`src/rtl/ica_pkg.sv`:
```
package ica_pkg;

    typedef enum logic [1:0] {
        OP_READ  = 2'd0,
        OP_PROG  = 2'd1,
        OP_ERASE = 2'd2
    } flash_op_e;

    typedef enum logic {
        AG_PICK   = 1'b0,
        AG_STATUS = 1'b1
    } ag_state_e;

endpackage

```
`src/rtl/ica_window.sv`:
```
module ica_window #(
    parameter int DEPTH  = 8,
    parameter int SC_N   = 4,
    parameter int TAG_W  = 8,
    parameter int ADDR_W = 24
) (
    input  logic                    clk,
    input  logic                    rst_n,
    input  logic                    push,
    input  ica_pkg::flash_op_e      push_op,
    input  logic [$clog2(SC_N)-1:0] push_sc,
    input  logic [TAG_W-1:0]        push_tag,
    input  logic [ADDR_W-1:0]       push_addr,
    output logic                    full,
    input  logic [SC_N-1:0]         sc_blocked,
    input  logic                    pop,
    output logic                    pick_valid,
    output ica_pkg::flash_op_e      pick_op,
    output logic [$clog2(SC_N)-1:0] pick_sc,
    output logic [TAG_W-1:0]        pick_tag,
    output logic [ADDR_W-1:0]       pick_addr
);
    localparam int SC_W  = $clog2(SC_N);
    localparam int IDX_W = $clog2(DEPTH);
    localparam int CNT_W = $clog2(DEPTH + 1);

    ica_pkg::flash_op_e e_op   [DEPTH];
    logic [SC_W-1:0]    e_sc   [DEPTH];
    logic [TAG_W-1:0]   e_tag  [DEPTH];
    logic [ADDR_W-1:0]  e_addr [DEPTH];
    logic [CNT_W-1:0]   cnt;
    logic [IDX_W-1:0]   pick_idx;
    logic [IDX_W-1:0]   wr_idx;

    // oldest entry (lowest index) whose super chip is free
    always_comb begin
        pick_valid = 1'b0;
        pick_idx   = '0;
        for (int i = DEPTH - 1; i >= 0; i--) begin
            if (CNT_W'(i) < cnt && !sc_blocked[e_sc[i]]) begin
                pick_valid = 1'b1;
                pick_idx   = IDX_W'(i);
            end
        end
    end

    assign pick_op   = e_op[pick_idx];
    assign pick_sc   = e_sc[pick_idx];
    assign pick_tag  = e_tag[pick_idx];
    assign pick_addr = e_addr[pick_idx];
    assign full      = (cnt == CNT_W'(DEPTH));
    assign wr_idx    = IDX_W'(pop ? cnt - CNT_W'(1) : cnt);

    always_ff @(posedge clk) begin
        if (!rst_n) begin
            cnt <= '0;
            for (int i = 0; i < DEPTH; i++) begin
                e_op[i]   <= ica_pkg::OP_READ;
                e_sc[i]   <= '0;
                e_tag[i]  <= '0;
                e_addr[i] <= '0;
            end
        end else begin
            for (int i = 0; i < DEPTH - 1; i++) begin
                if (pop && i >= int'(pick_idx)) begin
                    e_op[i]   <= e_op[i+1];
                    e_sc[i]   <= e_sc[i+1];
                    e_tag[i]  <= e_tag[i+1];
                    e_addr[i] <= e_addr[i+1];
                end
            end
            if (push) begin
                e_op[wr_idx]   <= push_op;
                e_sc[wr_idx]   <= push_sc;
                e_tag[wr_idx]  <= push_tag;
                e_addr[wr_idx] <= push_addr;
            end
            cnt <= cnt + CNT_W'(push) - CNT_W'(pop);
        end
    end


    no_overflow_chk: assert property (@(posedge clk) disable iff (!rst_n)
        push |-> (cnt < CNT_W'(DEPTH) || pop));


    pop_nonempty_chk: assert property (@(posedge clk) disable iff (!rst_n)
        pop |-> (cnt != '0 && pick_valid));

endmodule

```
`src/rtl/ica_sc_timer.sv`:
```
module ica_sc_timer #(
    parameter int LAT_RD = 8,
    parameter int LAT_PG = 24,
    parameter int LAT_ER = 96
) (
    input  logic               clk,
    input  logic               rst_n,
    input  logic               start,
    input  ica_pkg::flash_op_e op,
    output logic               busy
);
    localparam int MAX_A = (LAT_RD > LAT_PG) ? LAT_RD : LAT_PG;
    localparam int MAX_L = (MAX_A > LAT_ER) ? MAX_A : LAT_ER;
    localparam int CW    = $clog2(MAX_L + 1);

    logic [CW-1:0] cnt;
    logic [CW-1:0] load;

    always_comb begin
        unique case (op)
            ica_pkg::OP_PROG:  load = CW'(LAT_PG);
            ica_pkg::OP_ERASE: load = CW'(LAT_ER);
            default:           load = CW'(LAT_RD);
        endcase
    end

    always_ff @(posedge clk) begin
        if (!rst_n)          cnt <= '0;
        else if (start)      cnt <= load;
        else if (cnt != '0)  cnt <= cnt - CW'(1);
    end

    assign busy = (cnt != '0);


    start_idle_chk: assert property (@(posedge clk) disable iff (!rst_n)
        start |-> !busy);

endmodule

```
`src/rtl/ica_rr_pick.sv`:
```
module ica_rr_pick #(
    parameter int N = 4
) (
    input  logic [N-1:0]         req,
    input  logic [$clog2(N)-1:0] ptr,
    output logic                 gnt_valid,
    output logic [$clog2(N)-1:0] gnt_idx
);
    localparam int W = $clog2(N);

    always_comb begin
        gnt_valid = 1'b0;
        gnt_idx   = '0;
        for (int k = 0; k < N; k++) begin
            automatic int idx = (int'(ptr) + k) % N;
            if (!gnt_valid && req[idx]) begin
                gnt_valid = 1'b1;
                gnt_idx   = W'(idx);
            end
        end
    end


    always_comb begin
        if (gnt_valid) begin
            grant_has_req_chk: assert (req[gnt_idx]);
        end
    end

endmodule

```
`src/rtl/ica_agent.sv`:
```
module ica_agent #(
    parameter int SC_N   = 4,
    parameter int DEPTH  = 8,
    parameter int TAG_W  = 8,
    parameter int ADDR_W = 24,
    parameter int LAT_RD = 8,
    parameter int LAT_PG = 24,
    parameter int LAT_ER = 96
) (
    input  logic                    clk,
    input  logic                    rst_n,
    input  logic                    cmd_valid,
    output logic                    cmd_ready,
    input  logic [1:0]              cmd_op,
    input  logic [$clog2(SC_N)-1:0] cmd_sc,
    input  logic [TAG_W-1:0]        cmd_tag,
    input  logic [ADDR_W-1:0]       cmd_addr,
    output logic                    fl_issue_valid,
    output logic [1:0]              fl_issue_op,
    output logic [$clog2(SC_N)-1:0] fl_issue_sc,
    output logic [TAG_W-1:0]        fl_issue_tag,
    output logic [ADDR_W-1:0]       fl_issue_addr,
    output logic                    fl_poll_valid,
    output logic [$clog2(SC_N)-1:0] fl_poll_sc,
    output logic                    done_valid,
    output logic [TAG_W-1:0]        done_tag,
    output logic [$clog2(SC_N)-1:0] done_sc
);
    import ica_pkg::*;

    localparam int SC_W = $clog2(SC_N);

    ag_state_e         state, state_nx;
    logic [SC_N-1:0]   outst;
    logic [TAG_W-1:0]  out_tag [SC_N];
    logic [SC_W-1:0]   rr_ptr;
    logic [SC_W-1:0]   poll_sc_q;
    logic [SC_N-1:0]   sc_busy;

    logic              win_full;
    logic              pick_valid;
    flash_op_e         pick_op;
    logic [SC_W-1:0]   pick_sc;
    logic [TAG_W-1:0]  pick_tag;
    logic [ADDR_W-1:0] pick_addr;
    logic              gnt_valid;
    logic [SC_W-1:0]   gnt_idx;
    logic              push;

    assign cmd_ready = !win_full;
    assign push      = cmd_valid && cmd_ready;

    ica_window #(
        .DEPTH (DEPTH),
        .SC_N  (SC_N),
        .TAG_W (TAG_W),
        .ADDR_W(ADDR_W)
    ) u_window (
        .clk       (clk),
        .rst_n     (rst_n),
        .push      (push),
        .push_op   (flash_op_e'(cmd_op)),
        .push_sc   (cmd_sc),
        .push_tag  (cmd_tag),
        .push_addr (cmd_addr),
        .full      (win_full),
        .sc_blocked(outst),
        .pop       (fl_issue_valid),
        .pick_valid(pick_valid),
        .pick_op   (pick_op),
        .pick_sc   (pick_sc),
        .pick_tag  (pick_tag),
        .pick_addr (pick_addr)
    );

    ica_rr_pick #(.N(SC_N)) u_rr (
        .req      (outst),
        .ptr      (rr_ptr),
        .gnt_valid(gnt_valid),
        .gnt_idx  (gnt_idx)
    );

    for (genvar g = 0; g < SC_N; g++) begin : g_sc
        ica_sc_timer #(
            .LAT_RD(LAT_RD),
            .LAT_PG(LAT_PG),
            .LAT_ER(LAT_ER)
        ) u_timer (
            .clk  (clk),
            .rst_n(rst_n),
            .start(fl_issue_valid && fl_issue_sc == SC_W'(g)),
            .op   (pick_op),
            .busy (sc_busy[g])
        );
    end

    // state register
    always_ff @(posedge clk) begin
        if (!rst_n) state <= AG_PICK;
        else        state <= state_nx;
    end

    // next state
    always_comb begin
        state_nx = state;
        unique case (state)
            AG_PICK:   if (!pick_valid && gnt_valid) state_nx = AG_STATUS;
            AG_STATUS: state_nx = AG_PICK;
            default:   state_nx = AG_PICK;
        endcase
    end

    // outputs
    always_comb begin
        fl_issue_valid = 1'b0;
        fl_poll_valid  = 1'b0;
        done_valid     = 1'b0;
        unique case (state)
            AG_PICK: begin
                fl_issue_valid = pick_valid;
                fl_poll_valid  = !pick_valid && gnt_valid;
            end
            AG_STATUS: done_valid = !sc_busy[poll_sc_q];
            default: ;
        endcase
    end

    assign fl_issue_op   = pick_op;
    assign fl_issue_sc   = pick_sc;
    assign fl_issue_tag  = pick_tag;
    assign fl_issue_addr = pick_addr;
    assign fl_poll_sc    = gnt_idx;
    assign done_sc       = poll_sc_q;
    assign done_tag      = out_tag[poll_sc_q];

    // outstanding bookkeeping and poll pointer
    always_ff @(posedge clk) begin
        if (!rst_n) begin
            outst     <= '0;
            rr_ptr    <= '0;
            poll_sc_q <= '0;
            for (int i = 0; i < SC_N; i++) out_tag[i] <= '0;
        end else begin
            if (fl_issue_valid) begin
                outst[fl_issue_sc]   <= 1'b1;
                out_tag[fl_issue_sc] <= fl_issue_tag;
            end
            if (done_valid) outst[done_sc] <= 1'b0;
            if (fl_poll_valid) begin
                poll_sc_q <= gnt_idx;
                rr_ptr    <= (gnt_idx == SC_W'(SC_N - 1)) ? '0 : gnt_idx + SC_W'(1);
            end
        end
    end


    issue_free_sc_chk: assert property (@(posedge clk) disable iff (!rst_n)
        fl_issue_valid |-> !outst[fl_issue_sc]);


    poll_outstanding_chk: assert property (@(posedge clk) disable iff (!rst_n)
        fl_poll_valid |-> outst[fl_poll_sc]);


    done_after_poll_chk: assert property (@(posedge clk) disable iff (!rst_n)
        done_valid |-> ($past(fl_poll_valid) && $past(fl_poll_sc) == done_sc && outst[done_sc]));


    one_action_chk: assert property (@(posedge clk) disable iff (!rst_n)
        $countones({fl_issue_valid, fl_poll_valid, done_valid}) <= 1);

endmodule

```
`config.mk`:
```
export PLATFORM = sky130hd
export DESIGN_NAME = ica_agent
export DESIGN_NICKNAME = d
export VERILOG_FILES = /design/src/rtl/ica_pkg.sv /design/src/rtl/ica_window.sv /design/src/rtl/ica_sc_timer.sv /design/src/rtl/ica_rr_pick.sv /design/src/rtl/ica_agent.sv
export SDC_FILE = /design/constraint.sdc
export NUM_CORES = 1
export LEC_CHECK = 0
export BUFFER_PORTS_ARGS = -buffer_cell sky130_fd_sc_hd__buf_4
export CAP_MARGIN = 10
export CORE_MARGIN = 1.5
export CORE_UTILIZATION = 67
export DETAILED_ROUTE_END_ITERATION = 10
export PLACE_DENSITY = 0.86
export SLEW_MARGIN = 5
export SYNTH_ARGS = -nofsm -noshare
export SYNTH_HDL_FRONTEND = slang
export SYNTH_SLANG_ARGS = --single-unit
```
`constraint.sdc`:
```
create_clock -name clk -period 17.7 [get_ports clk]
set_input_delay 3.54 -clock clk [delete_from_list [all_inputs] [get_ports clk]]
set_output_delay 3.54 -clock clk [all_outputs]
set_load 0.005 [all_outputs]
```
[After elaboration in Yosys (flattened, before gate mapping)]
Memory sizes are Yosys's and may differ from the RTL's. A register that Yosys moved wholly into a read port is not among the register bits.
Index checks and enable logic that the tools add are counted.
Word-level totals
  bits in registers: 41
  memory bits (writable): 320
  input port bits: 39
  output and inout port bits: 52
  memories: 5
Memories
  u_window.e_addr: words 8, bits a word 24, read ports 8, clocked after Yosys merged registers in 0, wr ports 8, line ica_window.sv:30  | logic [ADDR_W-1:0] e_addr [DEPTH];
  u_window.e_tag: words 8, bits a word 8, read ports 8, clocked after Yosys merged registers in 0, wr ports 8, line ica_window.sv:29  | logic [TAG_W-1:0] e_tag [DEPTH];
  out_tag: words 4, bits a word 8, read ports 1, clocked after Yosys merged registers in 1, wr ports 4, line ica_agent.sv:35  | logic [TAG_W-1:0] out_tag [SC_N];
  u_window.e_op: words 8, bits a word 2, read ports 8, clocked after Yosys merged registers in 0, wr ports 8, line ica_window.sv:27  | ica_pkg::flash_op_e e_op [DEPTH];
  u_window.e_sc: words 8, bits a word 2, read ports 9, clocked after Yosys merged registers in 0, wr ports 8, line ica_window.sv:28  | logic [SC_W-1:0] e_sc [DEPTH];
Cells by class
  add/subtract/negate cells: 11
  $lt $le $gt $ge: 31
  eq/ne operators: 7
  mux-type cells: 149
  bitwise gates (word level): 35
  reductions and logical operators: 57
Operator list (count)
  24-bit two-way mux: 8
  8-bit two-way mux: 9
  1-bit two-way mux: 67
  7-bit two-way mux: 8
  2-bit two-way mux: 24
  3-bit two-way mux: 13
  2-bit by 3-bit less-than comparator with 1-bit output, second input constant: 11
  1-bit OR: 28
  7-bit nonzero test: 4
  7-bit by 1-bit subtractor with 7-bit output, second input constant: 4
  1-bit binary-select mux with 2-bit select: 13
  1-bit logical AND: 26
  24-bit OR reduction: 1
  3-bit by 4-bit less-than comparator with 1-bit output, first input constant: 4
  8-bit OR reduction: 2
  1-bit zero test: 14
  7-bit case mux with 2 select lines: 1
  3-bit by 4-bit less-than comparator with 1-bit output, second input constant: 3
  4-bit two-way mux: 3
  2-bit OR reduction: 5
  3-bit >= comparator, first input constant: 3
  2-bit equality test, second input constant: 4
  1-bit by 4-bit less-than comparator with 1-bit output, first input constant: 2
  2-bit by 4-bit less-than comparator with 1-bit output, first input constant: 2
  19 further kinds: 31

[Logic depth before layout (Yosys ltp)]
Gate-level depths: netlist of run 1.
An unclocked memory read counts as a cell.
  depth after elaboration: 23
  depth in mapped cells: 15
  mapped depth without buffers: 14

[Cells and area by module]
Synthesis of run 1 repeated with hierarchy kept, for this count alone.
Unflattened totals
  cells, all modules: 1600
  area total of the unflattened synthesis: 18435.2 um^2
By module, submodules not included
  ica_window: times used 1, cells each 1287, area an instance 14848.0 um^2
  ica_agent: times used 1, cells each 142, area an instance 1978.1 um^2
  ica_sc_timer: times used 4, cells each 39, area an instance 382.9 um^2
  ica_rr_pick: times used 1, cells each 15, area an instance 77.6 um^2

[Worst setup path after synthesis of run 1]
No wires, ideal clock.
  path kind: register to register
  start: register u_window.cnt[2]
  end: memory u_window.e_addr[0][0] (enable)
  library setup time: 0.555 ns
  arrival time: 6.447 ns
  required time: 17.145 ns
  slack: 10.698 ns
  cell stages (with the launch flop): 12
  clock period less this slack: 7.002 ns
  cell sequence: dfxtp_1 > inv_1 > ha_1 > clkbuf_1 > nor3_2 > nor3b_1 > o22ai_2 > a21oi_2 > buf_6 > buf_2 > buf_2 > o311ai_0
RTL lines
  start, declared: line ica_window.sv:31  | logic [CNT_W-1:0] cnt;
  start signal, assigned: line ica_window.sv:78  | cnt <= cnt + CNT_W'(push) - CNT_W'(pop);
  end, declared: line ica_window.sv:30

[Final worst setup path of run 1]
  start: register outst[1]
  end: output port fl_issue_tag[7]
On the way
  cells in the longest elaborated chain, start to end: 13
Ends and longest elaborated chain
  start, declared: line ica_agent.sv:34  | logic [SC_N-1:0] outst;
  start signal, assigned: line ica_agent.sv:139  | outst <= '0;
  start signal, assigned by index: line ica_agent.sv:145  | outst[fl_issue_sc] <= 1'b1;
  start signal, assigned by index: line ica_agent.sv:148  | if (done_valid) outst[done_sc] <= 1'b0;
  1-bit binary-select mux with 2-bit select: line ica_window.sv:40  | if (CNT_W'(i) < cnt && !sc_blocked[e_sc[i]]) begin
  1-bit two-way mux (implied by the code): line ica_window.sv:40
  1-bit zero test: line ica_window.sv:40
  1-bit logical AND: line ica_window.sv:40
  3-bit two-way mux (7 in a row): line ica_window.sv:40
  3-bit two-way mux (*): line ica_window.sv:40
  memory read 8 x 8 bit (*)
  end, declared: line ica_agent.sv:21  | output logic [TAG_W-1:0] fl_issue_tag,
Mark *: on every way between the ends. The rest lies on a longest branch, timed or not. The select of a mux whose other input is x is not followed.

==> impl_metrics.toml, run 1 <==
[outcome]
outcome = "finished, final reports clean"

[sta]
finClkSkew_ps = 15.6
layout_min_cycle_time_ps = 8610
fmax_mhz = 116
relSlewSlack = 0.139
hold_slack_ps = 485
fin_crit_sh = 0.486
rsz0062_at_grt = "no"
drv_slew = 0
setup_tns_ps = 0
finalSetupViolations = 0
finalHoldViolCount = 0
worst_slew_pin_slew_ps = 1290

[run]
cap_violations = 0

[clocking]
cts_resized = 0
cts_tree = "yes"
cts_buffers = 38
cts_root_buf = "clkbuf_16"
htree_levels = 2
clk_pin_slew_ps = 60
cts_setup_buffers = 0
postCtsHoldBufs = 0
clock-sinks = 363
clk_latency_ps = 540
clockBufferDepth = 3

[final_layout]
final_util = 0.762
final_cell_mix = "nand2_1 (352), edfxtp_1 (284), o21ai_0 (131)"
drive_above_1_share = 0.142
layout_commonest_cell = "nand2_1"
fill_cells = 1711
area_growth_pct = 11.8
fin_nets = 1790
stdcell_count = 2108
finalInstanceArea_sq_mm = 0.0205

[grt]
grt_pass1_wl_microns = 84000
grt_pass1_vias = 15200
antenna_found_initial = 1
overflow = 0
grt_max_degree = 74
grtUsageTotal = 0.387

[routing]
via_per_inst = 7.27
num_vias = 15300
drt_iter0_drc = 2121
dr.pass1.iters = 7
drc = 0
drtAntennaViolNets = 0
routed_wl_microns = 55300
wl_per_cell_microns = 26.2

[yosys]
yosysSeqAreaShare = 0.552
synth.net_count = 1766
ys_types = 75
syn_inst = 1712
yosysWarnings = 0
ys.flop_type = "edfxtp_1"
synth_area_sq_mm = 0.0183
ys_ff_latch = 363
synth_area_per_cell_sq_um = 10.7
synth_edf_count = 284
async_reset_ff_frac = 0

[die]
die_y_microns = 168
ios = 91
initial_core_util = 0.681
core.rowCount = 60
coreArea_sq_mm = 0.0269
die-area_sq_mm = 0.0283
die_w_microns = 168

[pwr]
p_int_mw = 2.59
ir_drop_v = 0.000158
pwr-share-comb = 0.512
power.density_mw_per_mm2 = 229
clockPowerShare = 0.179
p_sw_mw = 2.09
swShare = 0.446
p_leak_nw = 7.65
p_seq_frac = 0.309

[placed_design]
port_buffers = 90
gp_congestion = 0.927
dp_cells = 2037
place_hpwl_microns = 31200
placed_cell_area_sq_mm = 0.0192

[worst_setup_path]
cp_max_fo = 58
crit_arrival_ps = 5070
cp-start-kind = "register"
worstSetupEndpointType = "primary output"
critical_path_class = "register to primary output"
worstPathRequired_ps = 14160

[min_path]
min_path_type = "register to register"
worst paths after layout:
check	startpoint	end	slack [ps]	depth (start not counted)
worst min-delay path	g_sc[2].u_timer.cnt[6]	g_sc[2].u_timer.cnt[6]	480	2
worst min register to register	g_sc[2].u_timer.cnt[6]	g_sc[2].u_timer.cnt[6]	480	2
worst max-delay path	outst[1]	fl_issue_tag[7]	9090	11
worst max register to register	outst[1]	u_window.e_addr[2][8]	11260	10
stage by stage:
stage | power (mW) | setup slack, ps
finish | 4.68 | 9090
global route | 4.84 | 8760
CTS | 4.60 | 9190
detailed placement | 3.75 | 9740
global placement | 3.67 | 9840
floorplan | 2.91 | 10700
cell type report:
cell class	instances	area [sq um]	share of cell area
sequential	363	10100	0.494
antenna	1	2.50	0.000122
tap	341	427	0.0208
clock buffer	45	1030	0.0503
multi-input combinational	1171	7580	0.370
inverter	43	161	0.00788
timing repair buffer	119	893	0.0436
clock inverter	25	274	0.0134
synth_stat cells, types with 4 or more instances:
library cell  number  area, sq um
a21oi_1           17         85.1
a221o_1            8         80.1
a221oi_1          59          517
a22o_1            73          639
a22oi_1            6         45.0
a31o_2             4         35.0
and2_1             4         25.0
and3_1            11         68.8
buf_1              8         30.0
buf_2             59          295
buf_6              5         56.3
clkbuf_1          60          225
dfxtp_1           79         1580
edfxtp_1         284         8530
ha_1              14          175
inv_1             41          154
mux2_2             7         78.8
mux2i_1           82          821
mux4_2            14          315
nand2_1          352         1320
nand2b_1           7         43.8
nand3_1           13         65.1
nor2_1            73          274
nor2_2             7         43.8
nor3_1            16         80.1
o2111ai_1          4         35.0
o21a_1             4         30.0
o21ai_0          132          661
o21ai_1           14         70.1
o22a_1            28          245
o22ai_1          118          738
o31ai_1            4         30.0
o32ai_1            4         35.0
or2_2              5         31.3
or3_1             12         75.1
xnor2_1           10         87.6
xor2_1             9         78.8
sequential cells by signal, summed over array words and instances, names as in the netlist, named ones only:
| name | cells |
|---|---|
| outst | 4 |
| u_window.e_addr | 192 |
| done_sc | 2 |
| u_window.e_tag | 64 |
| state | 1 |
| out_tag | 32 |
| u_window.e_sc | 16 |
| rr_ptr | 1 |
| u_window.cnt | 4 |
| g_sc.u_timer.cnt | 28 |
| u_window.e_op | 16 |
power groups by stage:
stage / logic [mW] / clock network, mW / registers (mW)
6_report: 2.40 / 0.840 / 1.45
2_1_floorplan: 1.51 / 0 / 1.40
3_3_place_gp: 2.24 / 0 / 1.43
3_5_place_dp: 2.30 / 0 / 1.45
5_1_grt: 2.51 / 0.867 / 1.46
4_1_cts: 2.33 / 0.836 / 1.44
routing by layer:
| layer | up-vias | part of all wire | global-route usage |
|---|---|---|---|
| met5 | - | 0 | 0 |
| met4 | 0 | 0.045 | 0.183 |
| met3 | 247 | 0.13 | 0.0682 |
| met2 | 1328 | 0.48 | 0.649 |
| met1 | 7203 | 0.34 | 0.491 |
| li1 | 6537 | - | - |
kinds of logic (layout without fill, tap and decap cells):
family | count (synthesis) | in the layout | synth area share
other | 0 | 1 | 0
buffers and inverters | 178 | 232 | 0.0430
XOR/XNOR | 19 | 19 | 0.00909
flip-flops | 363 | 363 | 0.552
AO/OA/AOI/OAI | 513 | 513 | 0.198
adder cells (fa/ha/maj) | 15 | 15 | 0.0107
multiplexers | 104 | 104 | 0.0672
AND/OR/NAND/NOR | 520 | 520 | 0.120
worst max-delay path, stage by stage (launching register included):
cell      delay (ps)
dfxtp_1          650
mux2_2           250
o22ai_1          210
a311oi_1         390
o22ai_2          240
a21oi_4          780
buf_4            900
mux2i_1          280
o22a_1           170
o21a_1           300
inv_1            100
buf_4            150
Power figures use the tool's default switching activity.
==> inputs of run 2 (changes only) <==
--- a/config.mk
+++ b/config.mk
@@ -8,9 +8,9 @@
 export BUFFER_PORTS_ARGS = -buffer_cell sky130_fd_sc_hd__buf_4
 export CAP_MARGIN = 10
 export CORE_MARGIN = 1.5
-export CORE_UTILIZATION = 67
+export CORE_UTILIZATION = 56
 export DETAILED_ROUTE_END_ITERATION = 10
-export PLACE_DENSITY = 0.86
+export PLACE_DENSITY = 0.77
 export SLEW_MARGIN = 5
 export SYNTH_ARGS = -nofsm -noshare
 export SYNTH_HDL_FRONTEND = slang
==> constraint.sdc (replaced) <==
create_clock -name clk -period 7.8 [get_ports clk]
set_input_delay 1.56 -clock clk [delete_from_list [all_inputs] [get_ports clk]]
set_output_delay 1.56 -clock clk [all_outputs]
set_load 0.005 [all_outputs]
==> run 2 against run 1 <==
Wire length rose by 0.59%. Largest cell class unchanged. Clock skew rose by 14 ps. Power rose by 130%. Register-to-register slack got worse by 9400 ps. Sequential share of layout area fell by 0.22 points. Global-route usage fell by 5.9 points. Hold slack got worse by 9.2 ps.
==> impl_metrics.toml, run 2 (same netlist as run 1, synthesis figures left out) <==
[final_layout]
top_regs = "u_window.e_addr (192), u_window.e_tag (64), out_tag (32)"
fin_nets = 1794
area_growth_pct = 12.3
finalInstanceArea_sq_mm = 0.0206
antennaDiodeCount = 0
stdcell_count = 2214
fill_cells = 2588
largest_reg_flops = 192
largest-register = "u_window.e_addr"
final_cell_mix = "nand2_1 (352), edfxtp_1 (284), o21ai_0 (131)"
layout_commonest_cell = "nand2_1"
drive_above_1_share = 0.141

[placed_design]
gp_congestion = 0.941
port_buffers = 90
dp_cells = 2140
place_hpwl_microns = 32200
placed_cell_area_sq_mm = 0.0193

[clocking]
clk_pin_slew_ps = 70
postCtsHoldBufs = 0
htree_levels = 2
cts_tree = "yes"
cts_setup_buffers = 0
cts_resized = 0
clock-sinks = 363
cts_buffers = 40
clockBufferDepth = 3
clk_latency_ps = 540
cts_root_buf = "clkbuf_16"

[die]
die_w_microns = 184
ios = 91
core.rowCount = 66
initial_core_util = 0.566
coreArea_sq_mm = 0.0324
die_y_microns = 184
die-area_sq_mm = 0.0338

[routing]
wl_per_cell_microns = 25.1
highest_layer = "met4"
drtAntennaViolNets = 0
dr.pass1.iters = 6
via_per_inst = 6.83
drt_iter0_drc = 1767
route.met3.wl_microns = 6690
num_vias = 15100
met2WireLength_microns = 26400
routed_wl_microns = 55700
drc = 0
met1_length_microns = 20700

[grt]
grt_pass1_wl_microns = 85300
grt_max_degree = 73
antenna_found_initial = 0
overflow = 0
grtUsageTotal = 0.328
grt_pass1_vias = 15000

[run]
cap_violations = 0

[outcome]
outcome = "finished, final reports clean"

[sta]
setup_tns_ps = 0
worst_slew_pin_slew_ps = 1290
fmax_mhz = 152
finClkSkew_ps = 29.6
relSlewSlack = 0.136
rsz0062_at_grt = "no"
finalHoldViolCount = 0
layout_min_cycle_time_ps = 6600
fin_crit_sh = 0.846
drv_slew = 0
finalSetupViolations = 0

[worst_setup_path]
path_cells = "inv_1, ha_1, a21boi_0, a22o_1, a21boi_0, o22ai_2, a21oi_4, buf_4, buf_4, mux2_2, a222oi_1, buf_4, inv_1, buf_4"
crit_path_top_delay_cell = "buf_4"
cp_max_fo = 51
crit_start = "u_window.cnt[1]"
crit_family = "buffers and inverters"
worstSetupEndpointType = "primary output"
cp-start-kind = "register"
critPathBufInv = 6
crit_arrival_ps = 5040
cp_slowest_stage_delay_ps = 800
critical_path_class = "register to primary output"
r2r-start = "outst[1]"
worstPathRequired_ps = 6240
crit_top_cell = "buf_4"

[pwr]
p_leak_nw = 7.64
ir_drop_v = 0.000300
power.density_mw_per_mm2 = 513

[min_path]
min_path_type = "register to register"
min_from = "g_sc[1].u_timer.cnt[6]"
-- run 2: routing by layer --
metal,global-route usage,up-vias
met2,0.546,1170
met3,0.0624,197
met5,0,-
met1,0.425,7216
li1,-,6543
met4,0.128,0
-- run 2: stage by stage --
| step | worst slack [ps] | util | hold slack [ps] | power, mW |
|---|---|---|---|---|
| after floorplan | 798 | - | 450 | 6.61 |
| after global placement | 1980 | 0.596 | 457 | 8.43 |
| after detailed placement | 1900 | 0.596 | 464 | 8.55 |
| after CTS | 1320 | 0.635 | 475 | 10.4 |
| after global routing | 977 | 0.635 | 506 | 11.0 |
| final | 1200 | 0.635 | 476 | 10.6 |
-- run 2: final timing paths --
path | depth (start not counted) | slack [ps] | end
worst max-delay path | 14 | 1200 | fl_issue_sc[1]
worst min-delay path | 2 | 480 | g_sc[1].u_timer.cnt[6]
worst max register to register | 9 | 1820 | u_window.e_addr[2][1]
worst min register to register | 2 | 480 | g_sc[1].u_timer.cnt[6]
-- run 2: area by class of cell --
cell class / count / area [sq um] / area share
Clock buffer: 57 / 1150 / 0.0557
Clock inverter: 17 / 118 / 0.00572
Inverter: 43 / 161 / 0.00785
Multi-Input combinational cell: 1171 / 7570 / 0.368
Sequential cell: 363 / 10100 / 0.491
Tap cell: 442 / 553 / 0.0269
Timing Repair Buffer: 121 / 908 / 0.0442
-- run 2: report_power, final --
part	internal, mW	leakage [nW]	switching [mW]
clock	1.06	0.614	0.785
combinational	1.82	3.10	3.61
sequential	2.95	3.93	0.334
-- run 2: worst register-to-register path: stages (launching register included) --
cell and delay, ps:
dfxtp_1 630, mux4_2 410, o22ai_1 120, or4_1 710, o31ai_4 760, inv_2 300, ha_1 390, nand3_1 400
nor2_4 860, a211o_2 1000
